==> src/rtl/gpio_bitbang_ctrl.sv <==
module gpio_bitbang_ctrl #(
  parameter int DW = 32,
  parameter int IW = 5,
  parameter int SPAN_BYTES = 92
) (
  input  logic          clk,
  input  logic          rst_n,
  input  logic          wr_en,
  input  logic [IW-1:0] addr,
  input  logic [DW-1:0] wdata,
  output logic [DW-1:0] rdata,
  input  logic          nand_ready,
  output logic          nand_ale,
  output logic          nand_cle,
  output logic          nand_ce,
  input  logic          sens_so,
  output logic          sens_evt,
  output logic          sens_sck,
  output logic          sens_si
);
  localparam int NWORDS = SPAN_BYTES / 4;
  localparam logic [IW-1:0] PA_OUT = IW'(0);
  localparam logic [IW-1:0] PA_IN  = IW'(1);
  localparam logic [IW-1:0] PA_OE  = IW'(2);
  localparam logic [IW-1:0] PD_OUT = IW'(16);
  localparam logic [IW-1:0] PD_IN  = IW'(17);
  localparam logic [IW-1:0] PD_OE  = IW'(18);
  localparam int RDY_BIT = 7;
  localparam int SO_BIT  = 4;
  localparam int ALE_BIT = 6;
  localparam int CLE_BIT = 5;
  localparam int CE_BIT  = 4;
  localparam int SCK_BIT = 1;
  localparam int SI_BIT  = 4;

  logic [DW-1:0] regs [NWORDS];
  logic in_range;
  logic sck_flip;

  assign in_range = (32'(addr) < NWORDS);
  assign sck_flip = wr_en && (addr == PD_OUT) && (wdata[SCK_BIT] != regs[PD_OUT][SCK_BIT]);

  always_ff @(posedge clk or negedge rst_n) begin
    if (!rst_n) begin
      for (int i = 0; i < NWORDS; i++) regs[i] <= '0;
      sens_evt <= 1'b0;
    end else begin
      if (wr_en && in_range) regs[addr] <= wdata;
      sens_evt <= sck_flip;
    end
  end

  assign nand_ale = regs[PA_OUT][ALE_BIT];
  assign nand_cle = regs[PA_OUT][CLE_BIT];
  assign nand_ce  = regs[PA_OUT][CE_BIT];
  assign sens_sck = regs[PD_OUT][SCK_BIT];
  assign sens_si  = regs[PD_OUT][SI_BIT];

  always_comb begin
    rdata = '0;
    if (in_range) begin
      case (addr)
        PA_IN:   rdata = (regs[PA_OUT] & regs[PA_OE]) | (DW'(nand_ready) << RDY_BIT);
        PD_IN:   rdata = (regs[PD_OUT] & regs[PD_OE]) | (DW'(sens_so) << SO_BIT);
        default: rdata = regs[addr];
      endcase
    end
  end

  // a port A write shows on the strobes after its edge
  p_strobes_follow_r5: assert property (@(posedge clk) disable iff (!rst_n)
    (wr_en && addr == PA_OUT) |=>
      (nand_ale == $past(wdata[ALE_BIT]) && nand_cle == $past(wdata[CLE_BIT]) &&
       nand_ce == $past(wdata[CE_BIT])));

  p_evt_is_edge_r6: assert property (@(posedge clk) disable iff (!rst_n)
    sens_evt |-> (sens_sck != $past(sens_sck)));

  p_no_evt_same_level_r7: assert property (@(posedge clk) disable iff (!rst_n)
    (wr_en && addr == PD_OUT && wdata[SCK_BIT] == sens_sck) |=> !sens_evt);

  p_no_evt_idle_r9: assert property (@(posedge clk) disable iff (!rst_n)
    !(wr_en && addr == PD_OUT) |=> (!sens_evt && $stable(sens_sck) && $stable(sens_si)));

  p_oob_zero_r8: assert property (@(posedge clk) disable iff (!rst_n)
    (32'(addr) >= NWORDS) |-> (rdata == '0));
endmodule

==> config.mk <==
export PLATFORM = sky130hd
export DESIGN_NAME = gpio_bitbang_ctrl
export DESIGN_NICKNAME = d
export VERILOG_FILES = /design/src/rtl/gpio_bitbang_ctrl.sv
export SDC_FILE = /design/constraint.sdc
export NUM_CORES = 1
export LEC_CHECK = 0
export ABC_AREA = 1
export BUFFER_PORTS_ARGS = -buffer_cell sky130_fd_sc_hd__buf_2
export CAP_MARGIN = 10
export CORE_MARGIN = 2
export CORE_UTILIZATION = 32
export CTS_CLUSTER_DIAMETER = 60
export DETAILED_ROUTE_END_ITERATION = 16
export PLACE_DENSITY_LB_ADDON = 0.1
export SYNTH_ARGS = -nofsm -noshare
export SYNTH_HDL_FRONTEND = slang
export SYNTH_SLANG_ARGS = --single-unit
==> constraint.sdc <==
create_clock -name clk -period 1.6 [get_ports clk]
set_clock_uncertainty 0.1 [all_clocks]
set_input_delay 0.08 -clock clk [delete_from_list [all_inputs] [get_ports clk]]
set_output_delay 0.08 -clock clk [all_outputs]
set_load 0.02 [all_outputs]
**Word level (Yosys, flattened, before mapping)**

Index checks and enable logic that the tools add are counted.

- Magnitude comparators: 3
- Equality and inequality tests: 4
- Multiplexer cells: 8
- Bitwise operators: 5
- Reductions and logical operators: 4

Operator list:

| cell | count |
|---|---|
| $bwmux W736 | 1 |
| $bmux W32 S5 | 1 |
| $demux W32 S5 | 1 |
| $mux W32 | 4 |
| $and A32 B32 Y32 | 2 |
| $pmux W32 S2 | 1 |
| $or A32 B5 Y32 | 1 |
| $or A32 B8 Y32 | 1 |
| $eq A5 B5 Y1 const B | 2 |
| $ge A6 B6 Y1 const B | 1 |
| $lt A6 B1 Y1 const B | 1 |
| $not A5 Y6 | 1 |
| $eq A5 B1 Y1 const B | 1 |
| $lt A5 B5 Y1 const B | 1 |
| $logic_and A1 B1 Y1 | 4 |
| $ne A1 B1 Y1 | 1 |

- Bits in registers: 737
- Input port bits: 42
- Output and inout bits: 38
- Word-level logic and storage cells: 48

**Depth between registers and ports, before layout**

- Word-level depth: 6
- Mapped depth: 14
- Mapped depth without buffers: 11

**Worst setup path after synthesis**

OpenSTA, ideal clock, no wires.

- Path kind: input -> output
- Start point: input addr[4]
- End point: output rdata[29]
- Data arrival time: 1571 ps
- Required time: 1420 ps
- Setup slack: -151 ps
- Stages on the path: 8
- Buffers on the path: 2
- Cells stage by stage: buf_4 -> nor2_1 -> nand2_1 -> nor2_2 -> nor2_2 -> clkbuf_1 -> o21ai_0 -> a21oi_1

- Longest elaborated chain between the ends: 6
- Elaborated cells between the ends (all ways): 9
- Classes of those cells: 1 x order compare; 2 x eq/ne; 5 x mux; 1 x bitwise

Ends and longest elaborated chain:

| what | line | source |
|---|---|---|
| from (decl) | 9 | `input logic [IW-1:0] addr,` |
| $not A5 Y6 (not written as such) | 65 | `default: rdata = regs[addr];` |
| $bmux W32 S5 | 65 |  |
| $mux W32 (not written as such) (2 in a row) | 65 |  |
| $pmux W32 S2 | 62 | `case (addr)` |
| $mux W32 * | 61 | `if (in_range) begin` |
| to (decl) | 11 | `output logic [DW-1:0] rdata,` |

Every way passes the cells marked *; elsewhere a longest branch is shown, timed or not. The select of a mux whose other input is x is not followed.

**Final worst setup path**

- Start point: register regs[419] (netlist bit)
- End point: output rdata[3]

- Longest elaborated chain between the ends: 5

Ends and longest elaborated chain:

| what | line | source |
|---|---|---|
| from (decl) | 36 | `logic [DW-1:0] regs [NWORDS];` |
| from (signal, indexed assignment) | 48 | `if (wr_en && in_range) regs[addr] <= wdata;` |
| $bmux W32 S5 | 65 |  |
| $mux W32 (not written as such) (2 in a row) | 65 |  |
| $pmux W32 S2 | 62 |  |
| $mux W32 | 61 |  |

No other way between the ends. The select of a mux whose other input is x is not followed.

==> impl_summary.log <==
INFO  metric outcome = finished, violations left
INFO  metric violations_in_the_final_reports = setup timing
INFO  metric die_h = ~340 um
INFO  metric timing.final.max_slew_violations = 0
INFO  metric critPathKind = reg -> out
INFO  metric critical_path_arrival = 1.96 ns
INFO  metric commonest_cells_after_routing_fill_and_taps_aside = 2275 x sky130_fd_sc_hd__nand2_1, 736 x sky130_fd_sc_hd__dfrtp_1, 405 x sky130_fd_sc_hd__o21ai_0
INFO  metric cp_data_required_time = ~1.4 ns
INFO  metric timing.slew.headroom = 55.4%
INFO  metric start_kind = flop
INFO  metric hold_viol = 0
INFO  metric min_path_type = in -> reg
INFO  metric cells_after_synth = approximately 4700
INFO  metric synth_top_area_cell = sky130_fd_sc_hd__dfrtp_1
INFO  metric rsz0062_at_grt = yes
INFO  metric synth.distinct_cells = 28
INFO  metric critPathCaptureType = primary output
INFO  metric grt_pass1_wl = roughly 200 mm
INFO  metric switchingPower = between 0.015 and 0.02 W
INFO  metric tritoncts = built
INFO  metric placement.io_buffers = slightly below 80
INFO  metric fp.dieW = 336 um
INFO  metric power.density = about 1200 nW/um2
INFO  metric initial_core_util = between 30% and 40%
INFO  metric syn2layout_area_growth = 28.0%
INFO  metric top_area_cell_type_share_of_the_netlist_area = 52.4%
INFO  metric final.setup.tns = -14.50 ns
INFO  metric place.detailed.instances = approximately 6200
INFO  metric placedInstanceArea = around 40000 um2
INFO  metric swShare = between 20% and 30%
INFO  metric clk_root_buffer_cell = sky130_fd_sc_hd__clkbuf_16
INFO  metric worst_ir_drop_vdd = 847 uV
INFO  metric pin_count = 80
INFO  metric place.gp.congestion = around 0.80
INFO  metric first_global_vias = a little over 30000
INFO  metric tritoncts.num_buffers = 99
INFO  metric design.final.nets = around 5000
INFO  metric count_of_h_tree_levels_built_during_cts = 3
INFO  metric core.rowCount = around 120
INFO  metric drc = 0
INFO  metric dr.pass1.iters = 7
INFO  metric antennaDiodeCount = 0
INFO  metric gr-total-overflow = 0
INFO  metric worst_tran_pin_value = ~0.67 ns
INFO  metric drt_wl_total = about 130 mm
INFO  metric core_region_area = 109000 um2
INFO  metric min_period = 2.14 ns
INFO  metric postSynthNetCount = about 4800
INFO  metric route.antenna.remaining_nets = 0
INFO  metric synth.top_cells.by_area = sky130_fd_sc_hd__dfrtp_1 52%, sky130_fd_sc_hd__nand2_1 25%, sky130_fd_sc_hd__o21ai_0 6.2%
INFO  metric final_design_area_no_fill = ~45000 um2
INFO  metric internal_dissipation = around 0.040 W
INFO  metric worstSkewPairLatency = approximately 0.67 ns
INFO  metric synth-warning-count = 0
INFO  metric dp.final_hpwl = around 83 mm
INFO  metric grt_antenna_before_repair = 2
INFO  metric pin_count_of_the_biggest_net_entering_global_routing = between 90 and 100
INFO  metric ys_seq_elements = roughly 740
INFO  metric layout.cells.most_common = sky130_fd_sc_hd__nand2_1
INFO  metric dr.first_iter.drc_count = between 2000 and 3000
INFO  metric grt_usage = 23.4%
INFO  metric clk_transition_reported_paths = ~0.050 ns
INFO  metric post_route_cells_drive_above_1_share = 16.0%
INFO  metric routed_wire_length_per_instance = 20.2 um
INFO  metric worst_hold_slack = around 0.075 ns
INFO  metric dieArea = about 110000 um2
INFO  metric tritoncts_num_sinks = between 700 and 800
INFO  metric setup_viol = 32
INFO  metric dr_total_vias = approximately 32000
INFO  metric clock_power_share = roughly 40%
INFO  metric detail_route.vias_per_cell = 4.87
INFO  metric pwr-share-comb = 16.8%
INFO  metric layoutNonFillerInstCount = approximately 6500
INFO  metric maximum_clock_frequency = approximately 0.47 GHz
INFO  metric clockBufferDepth = 3
INFO  metric synth.yosys.seq_area_share = between 50% and 60%
INFO  metric pwr-share-seq = between 40 and 50%
INFO  metric syn_area = 35200 um2
INFO  metric setup_ws_post_layout = -0.541 ns
INFO  metric timing.max_cap.violations = 0
INFO  metric critical_path.max_fanout = 2
INFO  metric fin_crit_sh = 134%
INFO  metric pre_cts_ws = -0.451 ns
INFO  metric power_leakage = ~23 nW
INFO  metric post_synth.cell_area_avg = 7.43 um2
-- path summary, 6_finish.rpt --
check                           from        end  cells after the start  slack [ns]
setup / recovery           regs[419]   rdata[3]                     11       -0.54
hold / removal             wdata[12]  regs[620]                      4        0.07
setup reg to reg           regs[318]  regs[318]                      4        0.63
hold reg to reg            regs[122]  regs[122]                      2        0.38
max in group asynchronous      rst_n  regs[464]                      5        0.09
min in group asynchronous      rst_n  regs[439]                      4        0.71
-- Yosys cell counts, drive strengths merged --
master	instances
o31ai	18
nor2	110
o21ai	740
clkbuf	237
nor3	3
nand2	2377
dfrtp	737
a21boi	1
inv	151
buf	114
xnor2	1
nand3	182
a21oi	59
-- power by group through the flow --
stage	logic [W]	registers [W]	clock network [W]
2_1_floorplan	0.00539	0.0235	0
3_3_place_gp	0.00853	0.0240	0
3_5_place_dp	0.00866	0.0240	0
4_1_cts	0.00923	0.0236	0.0237
5_1_grt	0.0108	0.0240	0.0244
6_report	0.00947	0.0237	0.0231
-- timing repair --
action	CTS	global route
hold endpoints to repair	1463	0
pin swaps	58	82
endpoints found under the setup margin	32	32
hold buffers	35	0
resized for setup	141	75
buffers inserted	34	40
-- cells by family (layout without fill, tap and decap cells) --
kind of cell	after synthesis	in the layout	share of synthesized area (%)
simple gates	2672	2672	29.9
xor+xnor	1	1	0.0249
buf+inv	502	842	5.87
compound gates	818	818	11.8
flops	737	737	52.4
-- per-layer routing --
layer / vias to the layer above / global-route usage [%] / part of all wire, %
met5: - / 0 / 0.0099
met4: 2 / 5.64 / 2.1
met3: 156 / 3.04 / 3.9
met2: 643 / 36.6 / 45
met1: 15300 / 34.3 / 49
li1: 15500 / - / -
-- cell type report --
class / count / area, um2
clock inverters: 45 / 607
clock buffers: 132 / 2820
repair buffers: 514 / 5710
multi-input cells: 3491 / 15100
inverters: 151 / 584
flip-flops and latches: 737 / 18400
fillers: 11400 / 64000
well taps: 1414 / 1770
-- state kept, by name (all words and copies together), names as in the netlist --
name	cells
regs	731
sens_si	1
nand_ale	1
sens_evt	1
nand_cle	1
nand_ce	1
sens_sck	1
-- critical path: stages (launching register included) --
cell and delay (ns):
sky130_fd_sc_hd__dfrtp_1 0.37, sky130_fd_sc_hd__nand2_1 0.06, sky130_fd_sc_hd__nand2_1 0.05, sky130_fd_sc_hd__nand2_1 0.06, sky130_fd_sc_hd__nand2_1 0.05, sky130_fd_sc_hd__nand2_1 0.06
sky130_fd_sc_hd__nand2_1 0.08, sky130_fd_sc_hd__nor2_2 0.11, sky130_fd_sc_hd__nand2_1 0.07, sky130_fd_sc_hd__nand2_1 0.10, sky130_fd_sc_hd__nand2_4 0.10, sky130_fd_sc_hd__buf_4 0.17
-- metrics by stage --
step | total power (W) | utilization [%]
2_1_floorplan | 0.0289 | -
3_3_place_gp | 0.0325 | 36.9
3_5_place_dp | 0.0326 | 36.9
4_1_cts | 0.0566 | 40.9
5_1_grt | 0.0593 | 41.3
6_report | 0.0562 | 41.3
No activity file was read; power rests on OpenSTA's default activity.
